$ cat config.mk
export PLATFORM = sky130hd
export DESIGN_NAME = halfbridge_gate_seq
export DESIGN_NICKNAME = d
export VERILOG_FILES = /design/src/rtl/hbseq_pkg.sv /design/src/rtl/hbseq_span_timer.sv /design/src/rtl/hbseq_level_decode.sv /design/src/rtl/halfbridge_gate_seq.sv
export SDC_FILE = /design/constraint.sdc
export NUM_CORES = 1
export LEC_CHECK = 0
export BUFFER_PORTS_ARGS = -buffer_cell sky130_fd_sc_hd__buf_2
export CAP_MARGIN = 0
export CORE_ASPECT_RATIO = 1.75
export CORE_UTILIZATION = 30
export CTS_CLUSTER_DIAMETER = 200
export CTS_CLUSTER_SIZE = 8
export DETAILED_ROUTE_END_ITERATION = 12
export PLACE_DENSITY = 0.44
export SLEW_MARGIN = 10
export SYNTH_ARGS = -nofsm -noshare
export SYNTH_HDL_FRONTEND = slang
export SYNTH_SLANG_ARGS = --single-unit
$ cat constraint.sdc
create_clock -name clk -period 2.84 [get_ports clk]
set_input_delay 0.568 -clock clk [delete_from_list [all_inputs] [get_ports clk]]
set_output_delay 0.568 -clock clk [all_outputs]
set_load 0.02 [all_outputs]
$ cat src/rtl/hbseq_pkg.sv
package hbseq_pkg;

    typedef enum logic [1:0] {
        LVL_LO  = 2'd0,
        LVL_HI  = 2'd1,
        LVL_WIN = 2'd2
    } pwm_lvl_t;

    typedef enum logic [2:0] {
        ST_PARK    = 3'd0,
        ST_WAIT_HS = 3'd1,
        ST_HS_ON   = 3'd2,
        ST_WAIT_LS = 3'd3,
        ST_LS_ON   = 3'd4,
        ST_LS_REL  = 3'd5
    } seq_st_t;

    // Illegal both-high code is folded into the window.
    function automatic pwm_lvl_t decode_lvl(input logic above, input logic below);
        if (above && !below)      return LVL_HI;
        else if (below && !above) return LVL_LO;
        else                      return LVL_WIN;
    endfunction

    function automatic logic is_wait(input seq_st_t s);
        return (s == ST_WAIT_HS) || (s == ST_WAIT_LS);
    endfunction

endpackage

$ cat src/rtl/hbseq_span_timer.sv
module hbseq_span_timer #(
    parameter int LIMIT = 4
) (
    input  logic clk,
    input  logic rst,
    input  logic run,
    output logic reached
);
    localparam int W = (LIMIT < 1) ? 1 : $clog2(LIMIT + 1);
    localparam logic [W-1:0] LIM = W'(LIMIT);

    logic [W-1:0] cnt_q;

    always_ff @(posedge clk) begin
        if (rst)
            cnt_q <= '0;
        else if (!run)
            cnt_q <= '0;
        else if (cnt_q != LIM)
            cnt_q <= cnt_q + 1'b1;
    end

    assign reached = (cnt_q == LIM);
endmodule

$ cat src/rtl/hbseq_level_decode.sv
module hbseq_level_decode
    import hbseq_pkg::*;
#(
    parameter int HOLDOFF_CYC = 40
) (
    input  logic     clk,
    input  logic     rst,
    input  logic     above,
    input  logic     below,
    output pwm_lvl_t lvl,
    output logic     win_expired
);
    logic in_win;
    logic held_long;

    assign lvl    = decode_lvl(above, below);
    assign in_win = (lvl == LVL_WIN);

    // Counts window cycles already seen; saturates at HOLDOFF_CYC-1.
    hbseq_span_timer #(.LIMIT(HOLDOFF_CYC - 1)) hold_tmr_i (
        .clk     (clk),
        .rst     (rst),
        .run     (in_win),
        .reached (held_long)
    );

    assign win_expired = in_win && held_long;
endmodule

$ cat src/rtl/halfbridge_gate_seq.sv
module halfbridge_gate_seq
    import hbseq_pkg::*;
#(
    parameter int HOLDOFF_CYC = 40,
    parameter int MIN_ON_CYC  = 100,
    parameter int WAIT_LIMIT  = 64
) (
    input  logic clk,
    input  logic rst,
    input  logic pwr_ok,
    input  logic pwm_hi_cmp,
    input  logic pwm_lo_cmp,
    input  logic lg_discharged,
    input  logic hg_discharged,
    input  logic zero_cross,
    input  logic force_ccm,
    output logic hs_en,
    output logic ls_en,
    output logic shutdown,
    output logic dt_fault
);
    pwm_lvl_t lvl;
    logic     win_expired;
    seq_st_t  st_q, st_d;
    logic     cmd_q, cmd;
    logic     min_done;
    logic     wait_hold;

    hbseq_level_decode #(.HOLDOFF_CYC(HOLDOFF_CYC)) dec_i (
        .clk         (clk),
        .rst         (rst),
        .above       (pwm_hi_cmp),
        .below       (pwm_lo_cmp),
        .lvl         (lvl),
        .win_expired (win_expired)
    );

    // Effective command: a window cycle keeps the last valid level.
    always_comb begin
        case (lvl)
            LVL_HI:  cmd = 1'b1;
            LVL_LO:  cmd = 1'b0;
            default: cmd = cmd_q;
        endcase
    end

    // Low-side on-time counter (restarts each on period).
    hbseq_span_timer #(.LIMIT(MIN_ON_CYC - 1)) on_tmr_i (
        .clk     (clk),
        .rst     (rst),
        .run     (st_q == ST_LS_ON),
        .reached (min_done)
    );

    always_comb begin
        st_d = st_q;
        case (st_q)
            ST_PARK: begin
                if (lvl == LVL_HI)      st_d = ST_WAIT_HS;
                else if (lvl == LVL_LO) st_d = ST_WAIT_LS;
            end
            ST_WAIT_HS: begin
                if (!cmd)               st_d = ST_WAIT_LS;
                else if (lg_discharged) st_d = ST_HS_ON;
            end
            ST_HS_ON: begin
                if (!cmd)               st_d = ST_WAIT_LS;
            end
            ST_WAIT_LS: begin
                if (cmd)                st_d = ST_WAIT_HS;
                else if (hg_discharged) st_d = ST_LS_ON;
            end
            ST_LS_ON: begin
                if (cmd)                st_d = ST_WAIT_HS;
                else if (!force_ccm && zero_cross && min_done)
                                        st_d = ST_LS_REL;
            end
            ST_LS_REL: begin
                if (cmd)                st_d = ST_WAIT_HS;
                else if (force_ccm)     st_d = ST_WAIT_LS;
            end
            default:                    st_d = ST_PARK;
        endcase
        if (win_expired) st_d = ST_PARK;
        if (!pwr_ok)     st_d = ST_PARK;
    end

    always_ff @(posedge clk) begin
        if (rst) begin
            st_q  <= ST_PARK;
            cmd_q <= 1'b0;
        end else begin
            st_q  <= st_d;
            cmd_q <= cmd;
        end
    end

    assign wait_hold = is_wait(st_q) && (st_d == st_q);

    generate
        if (WAIT_LIMIT > 0) begin : g_wait_guard
            logic wait_over;
            hbseq_span_timer #(.LIMIT(WAIT_LIMIT)) wait_tmr_i (
                .clk     (clk),
                .rst     (rst),
                .run     (wait_hold),
                .reached (wait_over)
            );
            assign dt_fault = is_wait(st_q) && wait_over;
        end else begin : g_no_wait_guard
            assign dt_fault = 1'b0;
        end
    endgenerate

    assign hs_en    = (st_q == ST_HS_ON);
    assign ls_en    = (st_q == ST_LS_ON);
    assign shutdown = (st_q == ST_PARK);
endmodule

==> results of run 1 <==
-- area by class of cell --
class                      instances  area share (%)
sequential                        24            33.3
clock buffer                       4            3.82
tap                               49            4.25
inverter                           6            1.56
multi-input combinational        112            51.9
timing repair buffer              14            5.20
-- sequential cells by signal (all words and copies together) (netlist names) --
signal and flops:
cmd_q 1, dec_i.hold_tmr_i.cnt_q 6, g_wait_guard.wait_tmr_i.cnt_q 7, on_tmr_i.cnt_q 7, st_q 3
-- worst max-delay path, delay by kind of cell --
kind                       cells  cell delay, ns
AOI/OAI and AO/OA              1            0.42
buffers and inverters          3            0.31
muxes                          2            0.50
and+or+nand+nor                1            0.26
adders and majority gates      1            0.38
-- path summary, 6_finish.rpt --
| check | from | end | slack (ns) | depth (start not counted) |
|---|---|---|---|---|
| max reg2reg | st_q[0]$_SDFF_PP0_ | g_wait_guard.wait_tmr_i.cnt_q[4]$_SDFFE_PP0N_ | 0.95 | 5 |
| min | dec_i.hold_tmr_i.cnt_q[2]$_SDFFE_PP0N_ | dec_i.hold_tmr_i.cnt_q[2]$_SDFFE_PP0N_ | 0.50 | 1 |
| max | pwm_hi_cmp | g_wait_guard.wait_tmr_i.cnt_q[4]$_SDFFE_PP0N_ | 0.58 | 8 |
| min reg2reg | dec_i.hold_tmr_i.cnt_q[2]$_SDFFE_PP0N_ | dec_i.hold_tmr_i.cnt_q[2]$_SDFFE_PP0N_ | 0.50 | 1 |
-- synth_stat cells (all sizes together), types with 4 or more instances --
library cell   n  share of area [%]
nor2          21                6.1
xnor2          6                4.1
a21oi          4                1.6
nor4          10                6.0
and3           6                3.1
mux2i          4                3.1
dfxtp         24                 37
nand3          9                3.5
xor2          10                6.8
inv            6                1.7
ha             6                5.8
nand2         10                2.9
nor3           4                1.6
-- metrics by stage --
stage | instance area [sq um] | utilization (%)
after floorplan | 1290 | -
after global placement | 1390 | 33.7
after detailed placement | 1390 | 33.7
after CTS | 1440 | 35.1
after global routing | 1440 | 35.1
final | 1440 | 35.1
-- report_power, final --
group / total, mW / internal, mW / switching, mW / leakage [nW]
logic: 0.0815 / 0.0352 / 0.0463 / 0.346
registers: 0.349 / 0.341 / 0.00793 / 0.194
clock network: 0.228 / 0.124 / 0.105 / 0.0288
total: 0.659 / 0.500 / 0.159 / 0.568
-- kinds of logic (layout without fill, tap and decap cells) --
kind of cell	after synthesis	count (layout)	share of synthesized area (%)
AND/OR/NAND/NOR	72	72	30.3
flip-flops	24	24	37.3
XOR/XNOR	16	16	10.9
AO/OA/AOI/OAI	13	13	6.80
buffers and inverters	10	24	4.66
adder cells (fa/ha/maj)	6	6	5.83
multiplexers	5	5	4.27
-- layer usage --
layer	share of wire, %	global-route usage [%]	vias up	wire length (um)
met5	0	0	-	0
li1	-	-	537	-
met1	40	13.2	512	1060
met2	56	24.0	18	1480
met3	2.3	1.72	4	60
met4	1.9	7.37	0	50
==> flow_summary.json, run 1 <==
{
  "finalNonFillerCells": 209,
  "worstPathArrival_ns": 2.43,
  "powerDensity_nw_per_um2": 457,
  "fillCellCount": 458,
  "setup-tns-final_ns": 0,
  "antenna_found_initial": 0,
  "clock_latency_ns": 0.26,
  "dp_cells": 205,
  "crit_chain": "buf_2 -> inv_1 -> ha_1 -> mux2_4 -> o311ai_1 -> mux2i_1 -> buf_4 -> nor4_1",
  "gp_congestion": 0.898,
  "grt_pass1_wl_um": 4460,
  "dp_slack_ns": 0.292,
  "drv_cap": 0,
  "syn-num-nets": 161,
  "place_hpwl_um": 2080,
  "cts_sinks": 24,
  "status": "complete, no violations",
  "clkTransAtPathRegs_ns": 0.09,
  "pin_count": 13,
  "fin_crit_sh_pct": 79.5,
  "dieArea_sq_um": 4570,
  "cts_tree": "built",
  "end_kind": "flip-flop",
  "multi_input_area_sq_um": 748,
  "critical_path_class": "input port to flip-flop",
  "die_w_um": 51.5,
  "fmax_mhz": 443,
  "crit_path_start_kind": "input port",
  "synth_flop_cell": "dfxtp_1",
  "regArea_sq_um": 480,
  "finalHoldViolations": 0,
  "fin_skew_ns": 0.00599,
  "drtPass1Iterations": 4,
  "cts-root-buf": "clkbuf_8",
  "grt_pass1_vias": 1059,
  "htreeDepth": 1,
  "die_h_um": 88.7,
  "synth_enable_flop_cells": 0,
  "holdWs_ns": 0.504,
  "gr-total-overflow": 0,
  "async_flop_share_pct": 0,
  "hp-class": "flip-flop to flip-flop",
  "synthCells": 146,
  "ir_worst_vdd_mv": 0.232,
  "slew_headroom_pct": 69.0,
  "period_needed_ns": 2.26,
  "rows": 31,
  "worst_slack_ns": 0.582,
  "final_cell_mix": "24 x dfxtp_1, 21 x nor2_1, 12 x buf_2",
  "slowest_delay_ns": 0.42,
  "setup_viol": 0,
  "avgSynthCellArea_sq_um": 8.83,
  "final_common_cell": "dfxtp_1",
  "vias_per_cell": 5.12,
  "slew_violations": 0,
  "wl_um": 2650,
  "critPathMaxFanout": 7,
  "initialDrtViolationCount": 13,
  "final_antenna_net_count": 0,
  "cts.repair.resized": 0,
  "rsz0062_at_grt": "false",
  "route.vias.total": 1071,
  "clockBufferDepth": 2,
  "drc_errors": 0,
  "yosysWarnings": 0,
  "tightest_slew_ns": 0.457,
  "ys_ff_latch": 24,
  "core_sq_um": 4110,
  "start_util_pct": 31.3,
  "antenna_cells": 0,
  "synth.distinct_cells": 37,
  "holdBufCountCts": 0,
  "portBuffers": 12,
  "wl_per_cell_um": 12.7,
  "layout.nets": 176,
  "drive_gt1_share_pct": 16.9,
  "post_cts_buffers": 0,
  "worst-endpoint-required_ns": 3.01,
  "grt_use_total_pct": 12.8,
  "area_growth_pct": 11.9,
  "synth_area_sq_um": 1290,
  "crit_path_top_delay_cell": "o311ai_1",
  "cts_buffers": 3,
  "p_leak_nw": 0.568,
  "grt_max_degree": 14,
  "power_mw": 0.659,
  "yosysSeqAreaShare_pct": 37.3
}
(Power assumes the default switching activity.)
==> run 2, diff against run 1 <==
--- a/config.mk
+++ b/config.mk
@@ -5,6 +5,7 @@
 export SDC_FILE = /design/constraint.sdc
 export NUM_CORES = 1
 export LEC_CHECK = 0
+export ABC_AREA = 1
 export BUFFER_PORTS_ARGS = -buffer_cell sky130_fd_sc_hd__buf_2
 export CAP_MARGIN = 0
 export CORE_ASPECT_RATIO = 1.75
@@ -12,7 +13,7 @@
 export CTS_CLUSTER_DIAMETER = 200
 export CTS_CLUSTER_SIZE = 8
 export DETAILED_ROUTE_END_ITERATION = 12
-export PLACE_DENSITY = 0.44
+export PLACE_DENSITY = 0.45
 export SLEW_MARGIN = 10
 export SYNTH_ARGS = -nofsm -noshare
 export SYNTH_HDL_FRONTEND = slang
==> constraint.sdc (replaced) <==
create_clock -name clk -period 1.92 [get_ports clk]
set_input_delay 0.384 -clock clk [delete_from_list [all_inputs] [get_ports clk]]
set_output_delay 0.384 -clock clk [all_outputs]
set_load 0.02 [all_outputs]
==> run 2 against run 1 <==
- combinational power rose by 51%
- register-to-register slack got worse by 0.61 ns
- critical path depth down 5
- flip-flop and latch count unchanged
- synthesized cell count rose by 36%
- clock skew rose by 0.0043 ns
- count of clock-buffer cells in the layout unchanged
- cell count up 28%
- largest cell class unchanged
- largest power group unchanged
- highest routed layer unchanged
==> flow_summary.json, run 2 <==
{
  "place_hpwl_um": 2430,
  "worst-endpoint-required_ns": 1.54,
  "cp_num_cells": 3,
  "clock_latency_ns": 0.26,
  "synth_top_area_cell": "dfxtp_1",
  "powerDensity_nw_per_um2": 595,
  "dieArea_sq_um": 5150,
  "fin_util_pct": 35.1,
  "wl_um": 2920,
  "route.vias.total": 1226,
  "pin_count": 13,
  "crit_chain": "nand2_4 -> nor2_1 -> buf_2",
  "yosys-top-cells-count": "36 x nand2_1, 28 x inv_1, 24 x dfxtp_1, 17 x nor2_1, 11 x nand3_1",
  "p_sw_mw": 0.242,
  "drv_cap": 0,
  "grt_max_degree": 14,
  "rr_startpoint": "dec_i.hold_tmr_i.cnt_q[0]$_SDFFE_PP0N_",
  "reg2regPathDepth": 9,
  "clkTransAtPathRegs_ns": 0.09,
  "synth.area.top_cells": "dfxtp_1 33%, nand2_1 9.3%, inv_1 7.2%, ha_1 5.2%, xor2_1 4.8%",
  "htreeDepth": 1,
  "drive_gt1_share_pct": 26.0,
  "core_sq_um": 4670,
  "fillCellCount": 529,
  "start_util_pct": 31.2,
  "critical_path_class": "flip-flop to primary output",
  "antenna_found_initial": 0,
  "syn-num-nets": 213,
  "cp_top_family": "flip-flops",
  "clockBufferDepth": 2,
  "finalHoldViolations": 0,
  "power_frac_comb_pct": 12.6,
  "drc_errors": 0,
  "power_mw": 0.974,
  "cts_sinks": 24,
  "fmax_mhz": 602,
  "fin_crit_sh_pct": 86.6,
  "final_antenna_net_count": 0,
  "worstPathArrival_ns": 1.28,
  "setup_viol": 0,
  "area_growth_pct": 12.4,
  "grt_pass1_wl_um": 5080,
  "synth.distinct_cells": 29,
  "status": "complete, no violations",
  "synth_top_area_share_pct": 33.0,
  "gp_congestion": 0.736,
  "yosysSeqAreaShare_pct": 33.0,
  "synthCells": 198,
  "cts.repair.resized": 0,
  "seq_power_share_pct": 52.8,
  "slew_headroom_pct": 71.0,
  "critPathMaxFanout": 9,
  "ir_worst_vdd_mv": 0.306,
  "grt_use_total_pct": 13.4,
  "crit_path_start_kind": "flip-flop",
  "period_needed_ns": 1.66,
  "grt_pass1_vias": 1231,
  "yosys.cell_count.top_type": "nand2_1",
  "final_common_cell": "nand2_1",
  "die_w_um": 54.7,
  "portBuffers": 12,
  "power_frac_clock_pct": 34.6,
  "ys_ff_latch": 24,
  "tightest_slew_ns": 0.435,
  "cts_buffers": 3,
  "antenna_cells": 0,
  "crit_start": "st_q[0]$_SDFF_PP0_",
  "hp-class": "input port to flip-flop",
  "swShare_pct": 24.9,
  "synth_flop_cell": "dfxtp_1",
  "internal-power_mw": 0.732,
  "drtPass1Iterations": 4,
  "fin_skew_ns": 0.0102,
  "async_flop_share_pct": 0,
  "vias_per_cell": 4.59,
  "holdCritStartpoint": "rst",
  "largestRegisters": "g_wait_guard.wait_tmr_i.cnt_q (7), on_tmr_i.cnt_q (7), dec_i.hold_tmr_i.cnt_q (6)",
  "setup-tns-final_ns": 0,
  "final_cell_mix": "36 x nand2_1, 28 x inv_1, 24 x dfxtp_1",
  "initialDrtViolationCount": 17,
  "whs_path_depth": 2,
  "path_buf_inv": 1,
  "holdWs_ns": 0.367,
  "p_leak_nw": 0.680,
  "layout.nets": 231,
  "slew_violations": 0,
  "rsz0062_at_grt": "false",
  "avgSynthCellArea_sq_um": 7.36,
  "cts-root-buf": "clkbuf_8",
  "gr-total-overflow": 0,
  "cts_tree": "built",
  "synth_area_sq_um": 1460,
  "wl_per_cell_um": 10.9,
  "rows": 33,
  "die_h_um": 94.2,
  "slowest_delay_ns": 0.60,
  "crit_path_top_delay_cell": "dfxtp_1",
  "yosysWarnings": 0,
  "synth_enable_flop_cells": 0,
  "end_kind": "primary output"
}
[run 2: changes by cell type in the layout (fill, tap and decap cells not counted), sizes merged, moves of 4 or more]
| cell | delta |
|---|---|
| nand2 | +33 |
| inv | +26 |
| nor2 | +11 |
| nor4 | -9 |
| a21oi | +7 |
| and3 | -6 |
| nand3 | +6 |
| o21ai | +6 |
| xnor2 | -5 |
| mux2i | -4 |
[run 2: stage by stage]
step | cells | worst slack [ns] | cell area, sq um
4_1_cts | 266 | 0.0970 | 1630
5_1_grt | 267 | 0.139 | 1640
3_3_place_gp | 262 | 0.0507 | 1570
3_5_place_dp | 262 | 0.0255 | 1570
6_report | 267 | 0.258 | 1640
2_1_floorplan | 198 | 0.289 | 1460
[run 2: what timing repair did]
action,CTS,global route
endpoints found under the setup margin,0,1
hold buffers,0,0
buffers inserted,0,1
[run 2: power by group through the flow]
stage	Sequential, mW	Combinational [mW]	Clock (mW)
3_3_place_gp	0.526	0.127	0
6_report	0.514	0.123	0.337
3_5_place_dp	0.526	0.125	0
4_1_cts	0.514	0.126	0.360
5_1_grt	0.516	0.141	0.380
2_1_floorplan	0.520	0.0987	0
[run 2: final timing paths]
check,end,slack (ns)
max,dt_fault,0.26
max reg2reg,g_wait_guard.wait_tmr_i.cnt_q[2]$_SDFFE_PP0N_,0.34
min,cmd_q$_SDFF_PP0_,0.37
min reg2reg,dec_i.hold_tmr_i.cnt_q[1]$_SDFFE_PP0N_,0.49
[run 2: final cells by class]
cell class | count | area (sq um) | area share (%)
clock buffers | 4 | 55.1 | 3.36
inverters | 32 | 120 | 7.34
multi-input cells | 140 | 833 | 50.9
flip-flops and latches | 24 | 480 | 29.4
well taps | 52 | 65.1 | 3.98
repair buffers | 15 | 82.6 | 5.05
[run 2: cell families after synthesis]
logic type	Yosys count	share of synthesized area [%]
simple gates	106	39.4
buf+inv	34	9.79
flops	24	33.0
compound gates	19	7.22
xor+xnor	9	5.41
fa+ha+maj	6	5.15
[run 2: routing by layer]
metal / wire length, um / up-vias / share of wire [%] / global-route usage, %
met4: 55 / 0 / 1.9 / 5.98
met2: 1620 / 14 / 55 / 25.2
li1: - / 655 / - / -
met5: 0 / - / 0 / 0
met1: 1170 / 553 / 40 / 13.2
met3: 79 / 4 / 2.7 / 1.94
